[src/rtl/hpt_pkg.sv]
`timescale 1ns/1ps
package hpt_pkg;

    localparam int DEF_VPN_W   = 20;
    localparam int DEF_PID_W   = 8;
    localparam int DEF_PPN_W   = 20;
    localparam int DEF_PA_W    = 32;
    localparam int DEF_SLOTS   = 16;
    localparam int DEF_ENTRIES = 8;

    typedef enum logic [1:0] {
        WS_IDLE  = 2'd0,
        WS_ISSUE = 2'd1,
        WS_WAIT  = 2'd2
    } walk_state_e;

    typedef enum logic {
        SLOT_PRIMARY   = 1'b0,
        SLOT_ALTERNATE = 1'b1
    } slot_pick_e;

endpackage

[src/rtl/hpt_hash.sv]
`timescale 1ns/1ps
module hpt_hash #(
    parameter int IDX_W = 4,
    parameter int KEY_W = 4
) (
    input  logic [IDX_W-1:0] vpn_lo,
    input  logic [KEY_W-1:0] pid_lo,
    output logic [IDX_W-1:0] pri_idx,
    output logic [IDX_W-1:0] alt_idx
);
    logic [IDX_W-1:0] pid_ext;

    generate
        if (KEY_W < IDX_W) begin : g_pad
            assign pid_ext = {{(IDX_W-KEY_W){1'b0}}, pid_lo};
        end else begin : g_full
            assign pid_ext = pid_lo;
        end
    endgenerate

    assign pri_idx = vpn_lo ^ pid_ext;
    assign alt_idx = ~pri_idx;
endmodule

[src/rtl/hpt_entry_cmp.sv]
`timescale 1ns/1ps
module hpt_entry_cmp #(
    parameter int VPN_W = 20,
    parameter int PID_W = 8,
    parameter int PPN_W = 20
) (
    input  logic [PID_W+VPN_W+PPN_W:0] word,
    input  logic [VPN_W-1:0]           vpn,
    input  logic [PID_W-1:0]           pid,
    output logic                       match,
    output logic [PPN_W-1:0]           ppn
);
    logic             e_valid;
    logic [PID_W-1:0] e_pid;
    logic [VPN_W-1:0] e_vpn;

    assign {e_valid, e_pid, e_vpn, ppn} = word;
    assign match = e_valid && (e_pid == pid) && (e_vpn == vpn);
endmodule

[src/rtl/hpt_walker.sv]
`timescale 1ns/1ps
module hpt_walker
    import hpt_pkg::*;
#(
    parameter int VPN_W        = DEF_VPN_W,
    parameter int PID_W        = DEF_PID_W,
    parameter int PPN_W        = DEF_PPN_W,
    parameter int PA_W         = DEF_PA_W,
    parameter int NUM_SLOTS    = DEF_SLOTS,
    parameter int SLOT_ENTRIES = DEF_ENTRIES
) (
    input  logic                           clk,
    input  logic                           rst,
    input  logic                           start,
    input  logic [VPN_W-1:0]               vpn_in,
    input  logic [PID_W-1:0]               pid_in,
    input  logic [PA_W-1:0]                table_base,
    output logic                           busy,
    output logic                           mem_req_valid,
    output logic [PA_W-1:0]                mem_req_addr,
    input  logic                           mem_rsp_valid,
    input  logic [PID_W+VPN_W+PPN_W:0]     mem_rsp_data,
    output logic                           done,
    output logic                           res_hit,
    output logic                           res_secondary,
    output logic [PPN_W-1:0]               res_ppn
);
    localparam int IDX_W  = $clog2(NUM_SLOTS);
    localparam int ENT_W  = $clog2(SLOT_ENTRIES);
    localparam int KEY_W  = (PID_W < IDX_W) ? PID_W : IDX_W;
    localparam int CNT_W  = ENT_W + 2;
    localparam int TBL_WORDS = NUM_SLOTS * SLOT_ENTRIES;
    localparam logic [ENT_W-1:0] LAST_ENT = ENT_W'(SLOT_ENTRIES - 1);
    localparam logic [CNT_W-1:0] READS_ALL = CNT_W'(2 * SLOT_ENTRIES);
    localparam logic [CNT_W-1:0] READS_ONE = CNT_W'(SLOT_ENTRIES);

    typedef struct packed {
        logic             hit;
        logic             secondary;
        logic [PPN_W-1:0] ppn;
    } result_t;

    walk_state_e      state;
    slot_pick_e       slot_q;
    logic [VPN_W-1:0] vpn_q;
    logic [PID_W-1:0] pid_q;
    logic [PA_W-1:0]  base_q;
    logic [ENT_W-1:0] ent_q;
    result_t          res_q;
    logic             done_q;
    logic [CNT_W-1:0] rd_cnt;

    logic [IDX_W-1:0] pri_idx, alt_idx, cur_idx;
    logic             ent_match;
    logic [PPN_W-1:0] ent_ppn;
    logic             accept;

    hpt_hash #(
        .IDX_W (IDX_W),
        .KEY_W (KEY_W)
    ) u_hash (
        .vpn_lo  (vpn_q[IDX_W-1:0]),
        .pid_lo  (pid_q[KEY_W-1:0]),
        .pri_idx (pri_idx),
        .alt_idx (alt_idx)
    );

    hpt_entry_cmp #(
        .VPN_W (VPN_W),
        .PID_W (PID_W),
        .PPN_W (PPN_W)
    ) u_cmp (
        .word  (mem_rsp_data),
        .vpn   (vpn_q),
        .pid   (pid_q),
        .match (ent_match),
        .ppn   (ent_ppn)
    );

    assign accept        = (state == WS_IDLE) && start;
    assign cur_idx       = (slot_q == SLOT_ALTERNATE) ? alt_idx : pri_idx;
    assign mem_req_valid = (state == WS_ISSUE);
    assign mem_req_addr  = base_q + PA_W'({cur_idx, ent_q});
    assign busy          = (state != WS_IDLE);
    assign done          = done_q;
    assign res_hit       = res_q.hit;
    assign res_secondary = res_q.secondary;
    assign res_ppn       = res_q.ppn;

    always_ff @(posedge clk) begin
        if (rst) begin
            state  <= WS_IDLE;
            slot_q <= SLOT_PRIMARY;
            vpn_q  <= '0;
            pid_q  <= '0;
            base_q <= '0;
            ent_q  <= '0;
            res_q  <= '0;
            done_q <= 1'b0;
        end else begin
            done_q <= 1'b0;
            unique case (state)
                WS_IDLE: begin
                    if (start) begin
                        vpn_q  <= vpn_in;
                        pid_q  <= pid_in;
                        base_q <= table_base;
                        ent_q  <= '0;
                        slot_q <= SLOT_PRIMARY;
                        res_q  <= '0;
                        state  <= WS_ISSUE;
                    end
                end
                WS_ISSUE: state <= WS_WAIT;
                WS_WAIT: begin
                    if (mem_rsp_valid) begin
                        if (ent_match) begin
                            res_q.hit       <= 1'b1;
                            res_q.secondary <= (slot_q == SLOT_ALTERNATE);
                            res_q.ppn       <= ent_ppn;
                            done_q          <= 1'b1;
                            state           <= WS_IDLE;
                        end else if (ent_q == LAST_ENT) begin
                            if (slot_q == SLOT_PRIMARY) begin
                                slot_q <= SLOT_ALTERNATE;
                                ent_q  <= '0;
                                state  <= WS_ISSUE;
                            end else begin
                                done_q <= 1'b1;
                                state  <= WS_IDLE;
                            end
                        end else begin
                            ent_q <= ent_q + 1'b1;
                            state <= WS_ISSUE;
                        end
                    end
                end
                default: state <= WS_IDLE;
            endcase
        end
    end

    // Per-lookup read tally, kept for the checks below.
    always_ff @(posedge clk) begin
        if (rst || accept) rd_cnt <= '0;
        else if (mem_req_valid) rd_cnt <= rd_cnt + 1'b1;
    end

    assert_reset_quiet_R1: assert property (@(posedge clk)
        rst |=> (!busy && !done && !mem_req_valid && !res_hit));

    assert_addr_in_table_R2: assert property (@(posedge clk) disable iff (rst)
        mem_req_valid |-> ((mem_req_addr - base_q) < PA_W'(TBL_WORDS)));

    assert_one_outstanding_R3: assert property (@(posedge clk) disable iff (rst)
        mem_req_valid |=> !mem_req_valid);

    assert_primary_hit_early_R5: assert property (@(posedge clk) disable iff (rst)
        (done && res_hit && !res_secondary) |-> (rd_cnt <= READS_ONE));

    assert_alternate_after_primary_R6: assert property (@(posedge clk) disable iff (rst)
        (done && res_secondary) |-> (res_hit && rd_cnt > READS_ONE));

    assert_miss_reads_all_R7: assert property (@(posedge clk) disable iff (rst)
        (done && !res_hit) |-> (rd_cnt == READS_ALL));

    assert_busy_needs_start_R8: assert property (@(posedge clk) disable iff (rst)
        $rose(busy) |-> $past(start));

    assert_done_pulse_R9: assert property (@(posedge clk) disable iff (rst)
        done |=> !done);

    assert_result_hold_R9: assert property (@(posedge clk) disable iff (rst)
        (busy == 1'b0 && $past(busy) == 1'b0 && !$past(start)) |-> $stable(res_q));
endmodule

[config.mk]
export PLATFORM = sky130hd
export DESIGN_NAME = hpt_walker
export DESIGN_NICKNAME = d
export VERILOG_FILES = /design/src/rtl/hpt_pkg.sv /design/src/rtl/hpt_hash.sv /design/src/rtl/hpt_entry_cmp.sv /design/src/rtl/hpt_walker.sv
export SDC_FILE = /design/constraint.sdc
export NUM_CORES = 1
export LEC_CHECK = 0
export BUFFER_PORTS_ARGS = -buffer_cell sky130_fd_sc_hd__clkbuf_2
export CORE_AREA = 5 5 75 146
export DETAILED_ROUTE_END_ITERATION = 10
export DIE_AREA = 0 0 80 151
export GPL_TIMING_DRIVEN = 0
export PLACE_DENSITY = 0.79
export SLEW_MARGIN = 20
export SYNTH_ARGS = -nofsm -noshare
export SYNTH_HDL_FRONTEND = slang
export SYNTH_SLANG_ARGS = --single-unit
export TNS_END_PERCENT = 30
[constraint.sdc]
create_clock -name clk -period 2.85 [get_ports clk]
set_clock_uncertainty 0.2 [all_clocks]
set_input_delay 0.4275 -clock clk [delete_from_list [all_inputs] [get_ports clk]]
set_output_delay 0.4275 -clock clk [all_outputs]
set_load 0.03 [all_outputs]
==> impl_metrics.json <==
{
  "ys.flop_type": "dfxtp_1",
  "ys_warn_count": 0,
  "rows": 51,
  "n_fill_cell": 814,
  "die_h_um": 151,
  "clockRootBuffer": "clkbuf_16",
  "relSlewSlack_pct": 61.19,
  "clock_power_share_pct": 39.6,
  "grtUsageTotal_pct": 24.35,
  "gp_congestion": 0.8789,
  "cp.required_ns": 2.22,
  "grt_max_degree": 16,
  "cp.arrival_ns": 2.58,
  "start_kind": "flip-flop",
  "leakagePower_nw": 2.767,
  "port_buffers": 169,
  "finalSetupViolations": 27,
  "cts_made_buffers": 9,
  "rsz0062_at_grt": "yes",
  "cp_max_fo": 3,
  "antenna_found_initial": 0,
  "hold_end": "base_q[8]",
  "switching_power_w": 0.0009791,
  "cts_hold_buf": 0,
  "ff2ff_path_depth": 8,
  "synthesis.area_mm2": 0.004756,
  "violations": "setup timing",
  "vias": 4963,
  "drt_wl_total_mm": 14.51,
  "hp-class": "input pin to flip-flop",
  "yosysUniqueCellTypes": 38,
  "slew_viol_final": 0,
  "power_frac_comb_pct": 21.0,
  "drt_iter0_drc": 390,
  "grt_pass1_wl_mm": 23.36,
  "rr_startpoint": "vpn_q[1]",
  "start_util_pct": 49.03,
  "final_nets": 900,
  "area_growth_pct": 38.04,
  "setup_slack_ns": -0.3602,
  "clk_path_buf_depth": 2,
  "criticalPathCategory": "flip-flop to output pin",
  "power_w": 0.003479,
  "period_needed_ns": 3.210,
  "dr.pass1.iters": 4,
  "synth.top_cell.area_share_pct": 37.46,
  "dpl-instance-area_mm2": 0.005812,
  "final_util_pct": 67.69,
  "tightest_slew_ns": 0.5822,
  "die_w_um": 80,
  "die_area_mm2": 0.01208,
  "viasPerCell": 5.430,
  "core-area_mm2": 0.009699,
  "peakVddDrop_uv": 456.4,
  "cts_tree": "yes",
  "wl_per_cell_um": 15.87,
  "min_from": "table_base[8]",
  "ant_nets": 0,
  "worstSetupEndpointType": "output pin",
  "grt_pass1_vias": 5080,
  "swShare_pct": 28.15,
  "r2r_setup_slack_ns": 0.25,
  "p_per_area_mw_per_mm2": 529.9,
  "syn_inst": 585,
  "synthTopCellsByArea": "dfxtp_1 (37%), nand2_1 (10%), xnor2_1 (8.8%)",
  "num_antenna_cells": 0,
  "p_seq_share_pct": 39.4,
  "drc": 0,
  "path_clk_slew_ns": 0.07,
  "whs_path_depth": 3,
  "cts_num_sinks": 89,
  "finish.instance_area_mm2": 0.006565,
  "hold_viol": 0,
  "synthArstFlopShare_pct": 0,
  "io_pins": 170,
  "max_freq_mhz": 311.5,
  "synth_seq_area_share_pct": 37.46,
  "hpwlAfterDp_mm": 10.99,
  "synth_edf_count": 0,
  "syn_nets": 708,
  "drv_cap": 0,
  "r2r_end": "ent_q[0]",
  "syn_area_per_cell_um2": 8.130,
  "clkLatencyLatePin_ns": 0.34,
  "p_int_w": 0.002499,
  "yosys.area.top_type": "dfxtp_1",
  "htreeDepth": 3,
  "synth-seq-cells": 89,
  "outcome": "finished, violations left",
  "dpl_worst_slack_ns": -0.4597,
  "drive_gt1_share_pct": 32.23,
  "grt.overflow.total": 0,
  "min_period_over_period_pct": 112.6
}
state kept, by name (all words and copies together), names as in the netlist:
register,count
done,1
vpn_q,20
state,2
res_ppn,20
base_q,32
slot_q,1
ent_q,3
pid_q,8
res_secondary,1
res_hit,1
cells by family (layout without fill, tap and decap cells):
| group | count (synthesis) | count (layout) | share of synthesized area [%] |
|---|---|---|---|
| AND/OR/NAND/NOR | 267 | 268 | 29.70 |
| AO/OA/AOI/OAI | 108 | 108 | 14.18 |
| flip-flops | 89 | 89 | 37.46 |
| XOR/XNOR | 65 | 65 | 11.97 |
| buffers and inverters | 45 | 241 | 3.683 |
| adder cells (fa/ha/maj) | 10 | 10 | 2.789 |
| multiplexers | 1 | 1 | 0.2105 |
cells in the mapped netlist, drive strengths merged (2+ instances only):
master    n
nand4b   21
xnor2    48
nand2b   25
nor3b     3
o21a      2
a311o     3
xor2     17
inv       2
dfxtp    89
nor2b     3
a211oi    3
nand4    13
clkbuf   37
nor2     16
o21ai     5
and2      2
and3      6
nand3    12
a21o      4
ha        9
nor4b     2
buf       6
or3b     21
o221ai   21
nor3      5
and4      2
nor4      4
nand2   131
a21oi    66
worst max-delay path, stage by stage, from the launching register on:
cell and delay (ns):
dfxtp_4 0.35, xnor2_2 0.13, xnor2_1 0.13, ha_1 0.33
a21oi_1 0.14, nor2b_1 0.06, a311o_1 0.38, buf_4 0.17
o21ai_4 0.16, nor3_2 0.06, xor2_1 0.14, buf_4 0.18
repair_timing:
item                                   CTS  global route
setup endpoints to repair               28            28
gates cloned                             1             0
gates resized for setup                 77            23
endpoints found under the hold margin    0             0
buffers inserted                        10             3
pin swaps                               21             5
cells in the final DEF (no fill, tap or decap), types with 4 or more instances in the layout:
master / Yosys / final
or3b_1: 21 / 21
nor4_1: 4 / 4
clkbuf_16: 0 / 9
nor3_1: 5 / 4
nand4b_1: 21 / 21
nand2b_1: 25 / 25
clkbuf_8: 0 / 8
clkbuf_4: 0 / 5
dfxtp_2: 0 / 7
nand4_1: 13 / 13
nand2_1: 131 / 131
xnor2_2: 0 / 11
nand3_2: 0 / 6
a21oi_1: 66 / 64
clkbuf_2: 0 / 142
nand3_1: 12 / 6
a21o_1: 4 / 4
nor2_1: 16 / 13
buf_2: 5 / 5
xor2_1: 17 / 15
dfxtp_1: 89 / 79
xnor2_1: 48 / 37
ha_1: 9 / 7
buf_4: 0 / 26
and3_1: 6 / 5
clkbuf_1: 37 / 35
o221ai_1: 21 / 21
how the worst max path moves through the flow:
stage / start / cells after the start / slack [ns] / end
2_1_floorplan: slot_q / 9 / -0.11 / mem_req_addr[18]
3_3_place_gp: slot_q / 10 / -0.38 / mem_req_addr[28]
3_5_place_dp: slot_q / 10 / -0.46 / mem_req_addr[22]
4_1_cts: pid_q[1] / 10 / -0.37 / mem_req_addr[17]
5_1_grt: pid_q[0] / 10 / -0.47 / mem_req_addr[17]
6_report: vpn_q[1] / 11 / -0.36 / mem_req_addr[25]
final cells by class:
cell class	instances	area, um2	share of cell area, %
multi-input cells	452	3015	45.93
flip-flops and latches	89	1802	27.44
well taps	132	165.2	2.516
inverters	2	7.507	0.1144
clock buffers	10	239.0	3.640
clock inverters	6	113.9	1.734
plain buffers	41	160.2	2.439
repair buffers	182	1062	16.18
metal layers:
metal | global-route usage [%] | routed length (um) | share of wire (%)
met4 | 16.58 | 885 | 6.1
met2 | 44.02 | 8030 | 55
met5 | 0 | 0 | 0
met3 | 4.048 | 562 | 3.9
met1 | 24.84 | 5026 | 35
stage by stage:
step	instances	TNS, ns	hold WS, ns
final	914	-6.444	0.1028
after floorplan	585	-0.9397	0.2406
after global placement	886	-6.244	0.2500
after CTS	911	-6.487	0.09906
after detailed placement	886	-7.875	0.2552
after global routing	914	-9.276	0.1048
power by group through the flow:
| stage | sequential [W] | clock, W | combinational (W) |
|---|---|---|---|
| final | 0.00137 | 0.00138 | 0.000732 |
| after global routing | 0.00138 | 0.00146 | 0.000790 |
| after CTS | 0.00137 | 0.00140 | 0.000713 |
| after detailed placement | 0.00139 | 0 | 0.000637 |
| after global placement | 0.00139 | 0 | 0.000621 |
| after floorplan | 0.00138 | 0 | 0.000422 |
Note: power is estimated with default switching activity, not from simulation.
